--- src/rtl/spi_fs_pkg.sv ---
// Shared types for the SPI byte-queue status unit.
// Assumes 4-entry queues so each fill level fits a 3-bit field.
package spi_fs_pkg;
    localparam int LVL_W = 3;

    typedef enum logic [1:0] {
        SEL_STATUS = 2'd0,
        SEL_RXDATA = 2'd1,
        SEL_TXDATA = 2'd2
    } reg_sel_e;

    typedef struct packed {
        logic [4:0]       rsvd;
        logic [LVL_W-1:0] rx_lvl;
        logic             rx_ovf;
        logic             rx_irq;
        logic             tx_irq;
        logic             tx_unf;
        logic [LVL_W-1:0] tx_lvl;
        logic             any_irq;
    } status_t;
endpackage

--- src/rtl/sfs_byte_fifo.sv ---
// Byte queue with up to two pushes and two pops per clock.
// Pushes beyond the free space, and pops beyond the held count, are dropped.
// The push free-space check uses the level before any same-cycle pop.
// Flush empties the queue at the next clock and blocks all traffic.
// DEPTH must be a power of two, at least 2.
module sfs_byte_fifo #(
    parameter int DEPTH = 4,
    parameter int DW    = 8,
    localparam int PW   = $clog2(DEPTH),
    localparam int CW   = $clog2(DEPTH + 1)
) (
    input  logic                clk,
    input  logic                rst_n,
    input  logic                flush,
    input  logic [1:0]          push_n,
    input  logic [1:0][DW-1:0]  din,
    input  logic [1:0]          pop_n,
    output logic [DW-1:0]       q0,
    output logic [DW-1:0]       q1,
    output logic [CW-1:0]       level,
    output logic                full,
    output logic                empty,
    output logic [1:0]          push_cnt,
    output logic [1:0]          pop_cnt
);
    logic [DW-1:0] mem [DEPTH];
    logic [PW-1:0] rd_ptr;
    logic [PW-1:0] wr_ptr;
    logic [CW-1:0] cnt;
    logic [CW-1:0] free;

    // Limit requested pushes and pops to what the queue can serve.
    always_comb begin
        free = CW'(DEPTH) - cnt;
        if (flush) begin
            push_cnt = 2'd0;
            pop_cnt  = 2'd0;
        end else begin
            push_cnt = (CW'(push_n) > free) ? free[1:0] : push_n;
            pop_cnt  = (CW'(pop_n) > cnt) ? cnt[1:0] : pop_n;
        end
        wr_ptr = rd_ptr + PW'(cnt);
    end

    // Advance read pointer and occupancy.
    always_ff @(posedge clk) begin
        if (!rst_n || flush) begin
            rd_ptr <= '0;
            cnt    <= '0;
        end else begin
            rd_ptr <= rd_ptr + PW'(pop_cnt);
            cnt    <= cnt + CW'(push_cnt) - CW'(pop_cnt);
        end
    end

    // Store accepted bytes at consecutive slots.
    always_ff @(posedge clk) begin
        for (int lane = 0; lane < 2; lane++) begin
            if (rst_n && (int'(push_cnt) > lane))
                mem[wr_ptr + PW'(lane)] <= din[lane];
        end
    end

    assign q0    = (cnt != '0) ? mem[rd_ptr] : '0;
    assign q1    = (cnt > CW'(1)) ? mem[rd_ptr + PW'(1)] : '0;
    assign level = cnt;
    assign full  = (cnt == CW'(DEPTH));
    assign empty = (cnt == '0);

    p_level_bound_r2: assert property (@(posedge clk) disable iff (!rst_n)
        cnt <= CW'(DEPTH));
    p_flush_empties_r5: assert property (@(posedge clk) disable iff (!rst_n)
        flush |=> (cnt == '0));
endmodule

--- src/rtl/sfs_irq_counter.sv ---
// Counts qualifying byte events and pulses `hit` on the event that
// brings the total to limit+1. The count then restarts from zero.
module sfs_irq_counter #(
    parameter int CNT_W = 2
) (
    input  logic             clk,
    input  logic             rst_n,
    input  logic             ev,
    input  logic [CNT_W-1:0] limit,
    output logic             hit
);
    logic [CNT_W-1:0] cnt;

    assign hit = ev && (cnt == limit);

    // Step on each event, restart on a hit.
    always_ff @(posedge clk) begin
        if (!rst_n)   cnt <= '0;
        else if (hit) cnt <= '0;
        else if (ev)  cnt <= cnt + CNT_W'(1);
    end
endmodule

--- src/rtl/spi_fifo_stat.sv ---
// Register-side queues, status word and interrupt for an SPI peripheral.
// Read data is combinational in the cycle reg_rd is high. Read side
// effects (status clear, receive pop) take place at that clock edge.
// A flag set and a status read in the same clock leave the flag set.
module spi_fifo_stat
    import spi_fs_pkg::*;
#(
    parameter int DEPTH = 4,
    parameter int DW    = 8,
    parameter int ICW   = 2,
    localparam int CW   = $clog2(DEPTH + 1)
) (
    input  logic            clk,
    input  logic            rst_n,
    input  logic            reg_wr,
    input  logic            reg_rd,
    input  logic [1:0]      reg_sel,
    input  logic [2*DW-1:0] wdata,
    output logic [2*DW-1:0] rdata,
    input  logic            dma_en,
    input  logic            rx_flush,
    input  logic            tx_flush,
    input  logic            irq_on_tx,
    input  logic [ICW-1:0]  irq_cnt,
    input  logic            eng_rx_push,
    input  logic [DW-1:0]   eng_rx_byte,
    input  logic            eng_tx_pop,
    output logic [DW-1:0]   eng_tx_byte,
    input  logic            eng_start,
    output logic            irq_o
);
    logic sts_rd, rx_rd, tx_wr;
    logic [1:0] rx_pop_req, tx_push_req;
    logic [DW-1:0] rx_q0, rx_q1, tx_q0, tx_q1;
    logic [CW-1:0] rx_lvl, tx_lvl;
    logic rx_full, rx_empty, tx_full, tx_empty;
    logic [1:0] rx_push_cnt, rx_pop_cnt, tx_push_cnt, tx_pop_cnt;
    logic ovf_ev, unf_ev, cnt_ev, cnt_hit, rx_irq_set, tx_irq_set, g_set;
    logic rx_ovf_q, rx_irq_q, tx_irq_q, tx_unf_q, g_q;
    status_t sts;
    logic unused_ok;

    // Decode bus strobes and per-access byte counts.
    always_comb begin
        sts_rd      = reg_rd && (reg_sel == SEL_STATUS);
        rx_rd       = reg_rd && (reg_sel == SEL_RXDATA);
        tx_wr       = reg_wr && (reg_sel == SEL_TXDATA);
        rx_pop_req  = rx_rd ? (dma_en ? 2'd2 : 2'd1) : 2'd0;
        tx_push_req = tx_wr ? (dma_en ? 2'd2 : 2'd1) : 2'd0;
    end

    sfs_byte_fifo #(.DEPTH(DEPTH), .DW(DW)) u_rxq (
        .clk(clk), .rst_n(rst_n), .flush(rx_flush),
        .push_n({1'b0, eng_rx_push}), .din({{DW{1'b0}}, eng_rx_byte}),
        .pop_n(rx_pop_req), .q0(rx_q0), .q1(rx_q1), .level(rx_lvl),
        .full(rx_full), .empty(rx_empty),
        .push_cnt(rx_push_cnt), .pop_cnt(rx_pop_cnt)
    );

    sfs_byte_fifo #(.DEPTH(DEPTH), .DW(DW)) u_txq (
        .clk(clk), .rst_n(rst_n), .flush(tx_flush),
        .push_n(tx_push_req), .din({wdata[2*DW-1:DW], wdata[DW-1:0]}),
        .pop_n({1'b0, eng_tx_pop}), .q0(tx_q0), .q1(tx_q1), .level(tx_lvl),
        .full(tx_full), .empty(tx_empty),
        .push_cnt(tx_push_cnt), .pop_cnt(tx_pop_cnt)
    );

    // Select the byte-count event source; none in half-word mode.
    assign cnt_ev = !dma_en && (irq_on_tx ? (tx_pop_cnt != 2'd0)
                                          : (rx_push_cnt != 2'd0));

    sfs_irq_counter #(.CNT_W(ICW)) u_cnt (
        .clk(clk), .rst_n(rst_n), .ev(cnt_ev), .limit(irq_cnt), .hit(cnt_hit)
    );

    // Form the set terms for every sticky flag.
    always_comb begin
        ovf_ev     = eng_rx_push && rx_full;
        unf_ev     = eng_start && tx_empty;
        rx_irq_set = cnt_hit && !irq_on_tx;
        tx_irq_set = cnt_hit && irq_on_tx;
        g_set      = (ovf_ev && !rx_flush) || (unf_ev && !tx_flush)
                   || rx_irq_set || tx_irq_set;
    end

    // Sticky flags: set wins, otherwise cleared by a status read.
    always_ff @(posedge clk) begin
        if (!rst_n) begin
            rx_ovf_q <= 1'b0;
            rx_irq_q <= 1'b0;
            tx_irq_q <= 1'b0;
            tx_unf_q <= 1'b0;
            g_q      <= 1'b0;
        end else begin
            rx_ovf_q <= ovf_ev     || (rx_ovf_q && !sts_rd);
            rx_irq_q <= rx_irq_set || (rx_irq_q && !sts_rd);
            tx_irq_q <= tx_irq_set || (tx_irq_q && !sts_rd);
            tx_unf_q <= unf_ev     || (tx_unf_q && !sts_rd);
            g_q      <= g_set      || (g_q && !sts_rd);
        end
    end

    // Assemble the status word.
    always_comb begin
        sts         = '0;
        sts.rx_lvl  = LVL_W'(rx_lvl);
        sts.rx_ovf  = rx_ovf_q;
        sts.rx_irq  = rx_irq_q;
        sts.tx_irq  = tx_irq_q;
        sts.tx_unf  = tx_unf_q;
        sts.tx_lvl  = LVL_W'(tx_lvl);
        sts.any_irq = g_q;
    end

    // Drive read data for the selected register.
    always_comb begin
        rdata = '0;
        if (reg_rd) begin
            case (reg_sel)
                SEL_STATUS: rdata = 16'(sts);
                SEL_RXDATA: rdata = dma_en ? {rx_q1, rx_q0} : {{DW{1'b0}}, rx_q0};
                default:    rdata = '0;
            endcase
        end
    end

    assign eng_tx_byte = tx_q0;
    assign irq_o       = g_q;
    assign unused_ok   = ^{tx_q1, rx_pop_cnt, tx_push_cnt, tx_full, rx_empty};

    p_overflow_flag_r3: assert property (@(posedge clk) disable iff (!rst_n)
        (eng_rx_push && rx_full) |=> rx_ovf_q);
    p_underflow_flag_r4: assert property (@(posedge clk) disable iff (!rst_n)
        (eng_start && tx_empty) |=> tx_unf_q);
    p_read_clears_r8: assert property (@(posedge clk) disable iff (!rst_n)
        (sts_rd && !g_set) |=> !irq_o);
    p_dma_no_count_irq_r9: assert property (@(posedge clk) disable iff (!rst_n)
        (dma_en && !rx_irq_q && !tx_irq_q) |=> !(rx_irq_q || tx_irq_q));
    p_irq_has_source_r11: assert property (@(posedge clk) disable iff (!rst_n)
        $rose(irq_o) |-> (rx_ovf_q || rx_irq_q || tx_irq_q || tx_unf_q));
endmodule

--- config.mk ---
export PLATFORM = sky130hd
export DESIGN_NAME = spi_fifo_stat
export DESIGN_NICKNAME = d
export VERILOG_FILES = /design/src/rtl/spi_fs_pkg.sv /design/src/rtl/sfs_byte_fifo.sv /design/src/rtl/sfs_irq_counter.sv /design/src/rtl/spi_fifo_stat.sv
export SDC_FILE = /design/constraint.sdc
export NUM_CORES = 1
export LEC_CHECK = 0
export BUFFER_PORTS_ARGS = -buffer_cell sky130_fd_sc_hd__clkbuf_2
export CORE_MARGIN = 2
export CORE_UTILIZATION = 25
export DETAILED_ROUTE_END_ITERATION = 8
export GPL_TIMING_DRIVEN = 0
export SLEW_MARGIN = 15
export SYNTH_ARGS = -nofsm -noshare
export SYNTH_HDL_FRONTEND = slang
export SYNTH_HIERARCHICAL = 1
export SYNTH_SLANG_ARGS = --single-unit
--- constraint.sdc ---
create_clock -name clk -period 8.6 [get_ports clk]
set_input_delay 0.86 -clock clk [delete_from_list [all_inputs] [get_ports clk]]
set_output_delay 0.86 -clock clk [all_outputs]
set_load 0.05 [all_outputs]
== After elaboration in Yosys (flattened, before gate mapping) ==
Memory sizes are Yosys's and may differ from the RTL's. A register that Yosys moved wholly into a read port is not among the register bits.
Cells that the tools add are included.

* $add $sub $neg: 14
* Magnitude comparators: 9
* Eq/ne operators: 4
* Muxes and demuxes: 31
* Bitwise logic cells: 1
* Reduce and logical (&&, ||, !) cells: 44

{| class="wikitable"
|+ Operators with widths
! cell !! count
|-
| 16-bit two-way mux || 2
|-
| 8-bit two-way mux || 4
|-
| 16-bit one-hot mux with 2 select lines || 1
|-
| 2-bit two-way mux || 14
|-
| 1-bit logical AND || 20
|-
| 1-bit logical OR || 10
|-
| 1-bit two-way mux || 10
|-
| 2-bit by 1-bit adder with 2-bit output (second input constant) || 4
|-
| 2-bit adder || 4
|-
| 2-bit by 1-bit greater-than comparator with 1-bit output (second input constant) || 4
|-
| 8-bit OR reduction || 1
|-
| 3-bit by 2-bit adder with 3-bit output || 2
|-
| 1-bit by 3-bit greater-than comparator with 1-bit output || 2
|-
| 2-bit by 3-bit greater-than comparator with 1-bit output || 2
|-
| 1-bit zero test || 6
|-
| 3-bit nonzero test || 2
|-
| 3-bit by 2-bit subtractor with 3-bit output || 2
|-
| 3-bit subtractor (first input constant) || 2
|-
| 2-bit nonzero test || 2
|-
| 3-bit == test (second input constant) || 1
|-
| 3-bit by 1-bit greater-than comparator with 1-bit output (second input constant) || 1
|-
| 3-bit zero test || 1
|-
| 2-bit by 1-bit == test with 1-bit output (second input constant) || 1
|-
| 2-bit == test || 1
|-
| 4 further kinds || 4
|}

* Register bits after elaboration: 17
* Memory bits (writable): 64
* Output and inout bits: 25
* Memories: 2

{| class="wikitable"
|+ Memory list
! name !! depth !! bits a word !! read ports !! clocked after Yosys merged registers in !! write ports !! RTL line !! text
|-
| u_rxq.mem || 4 || 8 || 2 || 1 || 1 || sfs_byte_fifo.sv:26 || <nowiki>logic [DW-1:0] mem [DEPTH];</nowiki>
|-
| u_txq.mem || 4 || 8 || 1 || 1 || 2 || sfs_byte_fifo.sv:26 ||
|}

== Longest topological paths before layout ==
* Word-level depth: 12
* Mapped depth: 18

== Hierarchy ==
Netlist, hierarchy kept.

{| class="wikitable"
|+ By module, submodules not included
! module !! instances !! cells each !! area an instance (sq um)
|-
| sfs_byte_fifo at u_rxq || 1 || 180 || 2547.4
|-
| sfs_byte_fifo at u_txq || 1 || 176 || 2492.4
|-
| spi_fifo_stat || 1 || 57 || 436.7
|-
| sfs_irq_counter || 1 || 14 || 122.6
|}

== Worst setup path before layout ==
OpenSTA, ideal clock, no wires.

* Path type: input to register
* Start: input port reg_sel[0]
* End: register u_txq.cnt[2], in the netlist u_txq/level[2]
* Arrival time: 3.850 ns
* Data required time: 8.485 ns
* Setup slack: 4.635 ns
* Stages on the path: 12
* Path through: buf_2 -> and4b_1 -> ha_1 -> nor2b_4 -> o211ai_4 -> mux2i_4 -> or2_2 -> fa_1 -> fa_1 -> xnor2_1 -> xnor2_1 -> nor2_1

* Word-level cells in the longest chain between the ends: 8

{| class="wikitable"
|+ RTL lines
! what !! RTL line !! text
|-
| from (decl) || spi_fifo_stat.sv:17 || <nowiki>input logic [1:0] reg_sel,</nowiki>
|-
| 2-bit == test * || spi_fifo_stat.sv:47 || <nowiki>tx_wr = reg_wr && (reg_sel == SEL_TXDATA);</nowiki>
|-
| 1-bit logical AND * || spi_fifo_stat.sv:47 ||
|-
| 2-bit two-way mux * || spi_fifo_stat.sv:49 || <nowiki>tx_push_req = tx_wr ? (dma_en ? 2'd2 : 2'd1) : 2'd0;</nowiki>
|-
| via tx_push_req[1] || spi_fifo_stat.sv:33 || <nowiki>logic [1:0] rx_pop_req, tx_push_req;</nowiki>
|-
| 2-bit by 3-bit greater-than comparator with 1-bit output || sfs_byte_fifo.sv:39 || <nowiki>push_cnt = (CW'(push_n) > free) ? free[1:0] : push_n;</nowiki>
|-
| 2-bit two-way mux * || sfs_byte_fifo.sv:39 ||
|-
| 2-bit two-way mux * || sfs_byte_fifo.sv:35 || <nowiki>if (flush) begin</nowiki>
|-
| 3-bit by 2-bit adder with 3-bit output * || sfs_byte_fifo.sv:52 || <nowiki>cnt <= cnt + CW'(push_cnt) - CW'(pop_cnt);</nowiki>
|-
| 3-bit by 2-bit subtractor with 3-bit output * || sfs_byte_fifo.sv:52 ||
|-
| to (signal assigned) || sfs_byte_fifo.sv:52 ||
|-
| to (decl) || sfs_byte_fifo.sv:29 || <nowiki>logic [CW-1:0] cnt;</nowiki>
|}

Mark *: on every way through the listed nets, which the timed path passes. The rest lies on a longest branch.
A chain may end at the register's enable or synchronous reset.

== Worst setup path after layout ==
* Start: register u_rxq.cnt[0], in the netlist u_rxq/level[0]
* End: register u_rxq.cnt[2], in the netlist u_rxq/level[2]

* Word-level cells in the longest chain between the ends: 6

{| class="wikitable"
|+ RTL lines
! what !! RTL line !! text
|-
| from (decl) || sfs_byte_fifo.sv:29 ||
|-
| from (signal assigned) || sfs_byte_fifo.sv:52 ||
|-
| 3-bit subtractor || sfs_byte_fifo.sv:34 || <nowiki>free = CW'(DEPTH) - cnt;</nowiki>
|-
| 1-bit by 3-bit greater-than comparator with 1-bit output || sfs_byte_fifo.sv:39 ||
|-
| 2-bit two-way mux || sfs_byte_fifo.sv:39 ||
|-
| 2-bit two-way mux || sfs_byte_fifo.sv:35 ||
|-
| 3-bit by 2-bit adder with 3-bit output || sfs_byte_fifo.sv:52 ||
|-
| 3-bit by 2-bit subtractor with 3-bit output * || sfs_byte_fifo.sv:52 ||
|}

Mark *: on every way between the ends. The rest lies on a longest branch, timed or not.

==> results.toml <==
[die]
ios = 64
num_rows = 53
floorplan.die_area_um2 = 22500
start_util_pct = 25.4
die_h_um = 150
coreArea_um2 = 21000
die_w_um = 150

[final_layout]
nNetsFinal = 581
seq_area_um2 = 2260
fillCellCount = 2204
multi_input_area_um2 = 3070
drive_gt1_share_pct = 37.7
area_growth_pct = 21.1

[cts]
tritoncts = "done"
cts_resized = 0
htree_levels = 3
cts.path.max_buffers = 2
clk_latency_ps = 340
post_cts_buffers = 0
clk_pin_slew_worst_paths_ps = 60
cts_made_buffers = 9
cts_hold_buf = 0
cts.sinks = 81
cts-root-buf = "clkbuf_16"

[critical_path]
rrSetupSlack_ps = 4560
critPathCaptureType = "register"
reg2reg_from = "u_rxq/level[0]$_SDFF_PP0_"
worst_setup_path_start_kind = "register"
worst_ep_required_time_ps = 8790
path_depth = 13
critPathMaxStageDelay_ps = 640
cp_num_buf_inv = 2
crit_type = "reg2reg"
crit_chain = "inv_1 -> ha_1 -> inv_1 -> ha_1 -> nor2b_4 -> o211ai_4 -> mux2i_2 -> or2_2 -> fa_1 -> fa_1 -> xnor2_1 -> xnor2_1 -> nor2_1"
cp_top_family = "adder cells"
critPathArrivalTime_ps = 4240
worst_path_max_delay_cell = "mux2i_2"
cp_max_fo = 9
timing.rr.end = "u_rxq/level[2]$_SDFF_PP0_"
worstRegToRegCells = 13

[job]
max_cap_viol_count = 0

[sta]
finalSetupViolations = 0
finClkSkew_ps = 8.82
fin_crit_ps = 4040
maxSlewViolCount = 0
hold_violations = 0
finalCritPeriodShare_pct = 47.0
max_freq_mhz = 247
tightest_slew_ps = 1040
finalWorstSetupSlack_ps = 4560
setup_tns_ps = 0
slew_headroom_pct = 30.3
rsz0062_at_grt = "no"

[routing]
drt-total-wl_um = 12700
drtAntennaViolNets = 0
wl_per_cell_um = 15.9
via_per_inst = 4.38
first_pass_iters = 4
drc = 0
drtIter0Drc = 219
num_vias = 3488

[global_routing]
grt_pass1_wl_um = 19700
grtUsageTotal_pct = 11.8
grt_pass1_vias = 3588
grt_max_degree = 14
overflow = 0
antenna_found_initial = 2

[pwr]
peakVddDrop_uv = 108
power_frac_seq_pct = 40.8
cellLeakagePower_nw = 2.40
power.density_nw_per_um2 = 172
p_comb_share_pct = 22.5
swShare_pct = 28.5
clkPwrFrac_pct = 36.7
p_sw_mw = 0.315
p_int_mw = 0.792

[synth]
yosysWarnings = 6
syn_area_um2 = 5330
syn_area_per_cell_um2 = 13.2
syn_inst = 405

[run_status]
status = "complete, no violations"

[place]
gp_congestion = 0.771
dp_hpwl_um = 9420
portBuffers = 63
pre_cts_ws_ps = 4230

[worst_hold_path]
hp-start = "tx_unf_q$_SDFF_PN0_"
hp-class = "reg2reg"
hold_depth = 2
hold_end = "tx_unf_q$_SDFF_PN0_"
layer usage:
metal | GRT usage, % | vias to the layer above | share of wire, %
met5 | 0 | - | 0
met4 | 2.74 | 0 | 0.99
met3 | 2.84 | 12 | 5.6
met2 | 20.3 | 98 | 49
met1 | 14.9 | 1683 | 45
li1 | - | 1695 | -
worst max-delay path by stage:
stage | startpoint | end | slack (ps)
finish | u_rxq/level[0]$_SDFF_PP0_ | u_rxq/level[2]$_SDFF_PP0_ | 4560
floorplan | reg_sel[0] | u_txq/level[2]$_SDFF_PP0_ | 4650
global placement | reg_sel[0] | u_txq/level[2]$_SDFF_PP0_ | 4260
detailed placement | reg_sel[0] | u_txq/level[2]$_SDFF_PP0_ | 4230
global route | u_rxq/level[0]$_SDFF_PP0_ | u_rxq/level[2]$_SDFF_PP0_ | 4320
CTS | u_rxq/level[0]$_SDFF_PP0_ | u_rxq/level[2]$_SDFF_PP0_ | 4530
tightest hold or removal path, stage by stage, from the launching register on:
cell and delay [ps]:
dfxtp_1 310, nand2_1 50, a21boi_0 60
power by group through the flow:
stage	registers [mW]	logic [mW]	clock network, mW
after floorplan	0.457	0.190	0
after global placement	0.460	0.246	0
after detailed placement	0.460	0.250	0
after CTS	0.452	0.251	0.418
after global routing	0.453	0.276	0.433
final	0.452	0.249	0.407
flip-flops by register name (all words and copies together) (netlist names), 2 cells and up:
name,cells
u_txq/level,3
u_rxq/rd_ptr,2
u_rxq/mem,32
u_rxq/level,3
u_cnt/cnt,2
u_txq/mem,32
u_txq/rd_ptr,2
per-stage QoR:
step                      total power, mW  instance area (um2)  hold slack (ps)  std cells  util (%)
after global routing                 1.16                 6450              509        795      30.8
final                                1.11                 6450              473        796      30.8
after global placement              0.706                 6120              462        779      29.2
after floorplan                     0.647                 5460              443        441         -
after CTS                            1.12                 6450              477        795      30.8
after detailed placement            0.710                 6140              468        780      29.3
area by class of cell:
class	instances	share of cell area [%]
well taps	275	5.33
inverters	21	1.22
clock inverters	6	1.30
flip-flops and latches	81	35.1
diodes	1	0.0388
repair buffers	64	5.00
multi-input cells	327	47.5
clock buffers	9	3.49
plain buffers	12	1.01
placed cells by master (no fill, tap or decap), types with 2 or more instances in the layout:
cell type / n
edfxtp_1: 64
a21boi_0: 2
mux2_2: 58
a21oi_1: 10
clkinvlp_4: 2
o211ai_4: 2
a22o_1: 3
or3_1: 2
or2_2: 4
nor4_4: 3
bufinv_16: 2
mux2i_1: 11
clkbuf_16: 9
mux2_4: 8
nor3_4: 4
fa_1: 4
ha_1: 22
o21bai_1: 2
inv_1: 20
buf_6: 2
nor3_2: 2
o22ai_1: 3
mux4_2: 24
nor2b_1: 31
clkbuf_2: 63
nor2_1: 30
o21ai_0: 2
and2_1: 13
buf_2: 4
clkbuf_1: 5
xnor2_1: 15
dfxtp_1: 17
conb_1: 37
nor2b_4: 2
nand2_1: 11
nand2b_1: 4
(Power assumes the default switching activity.)
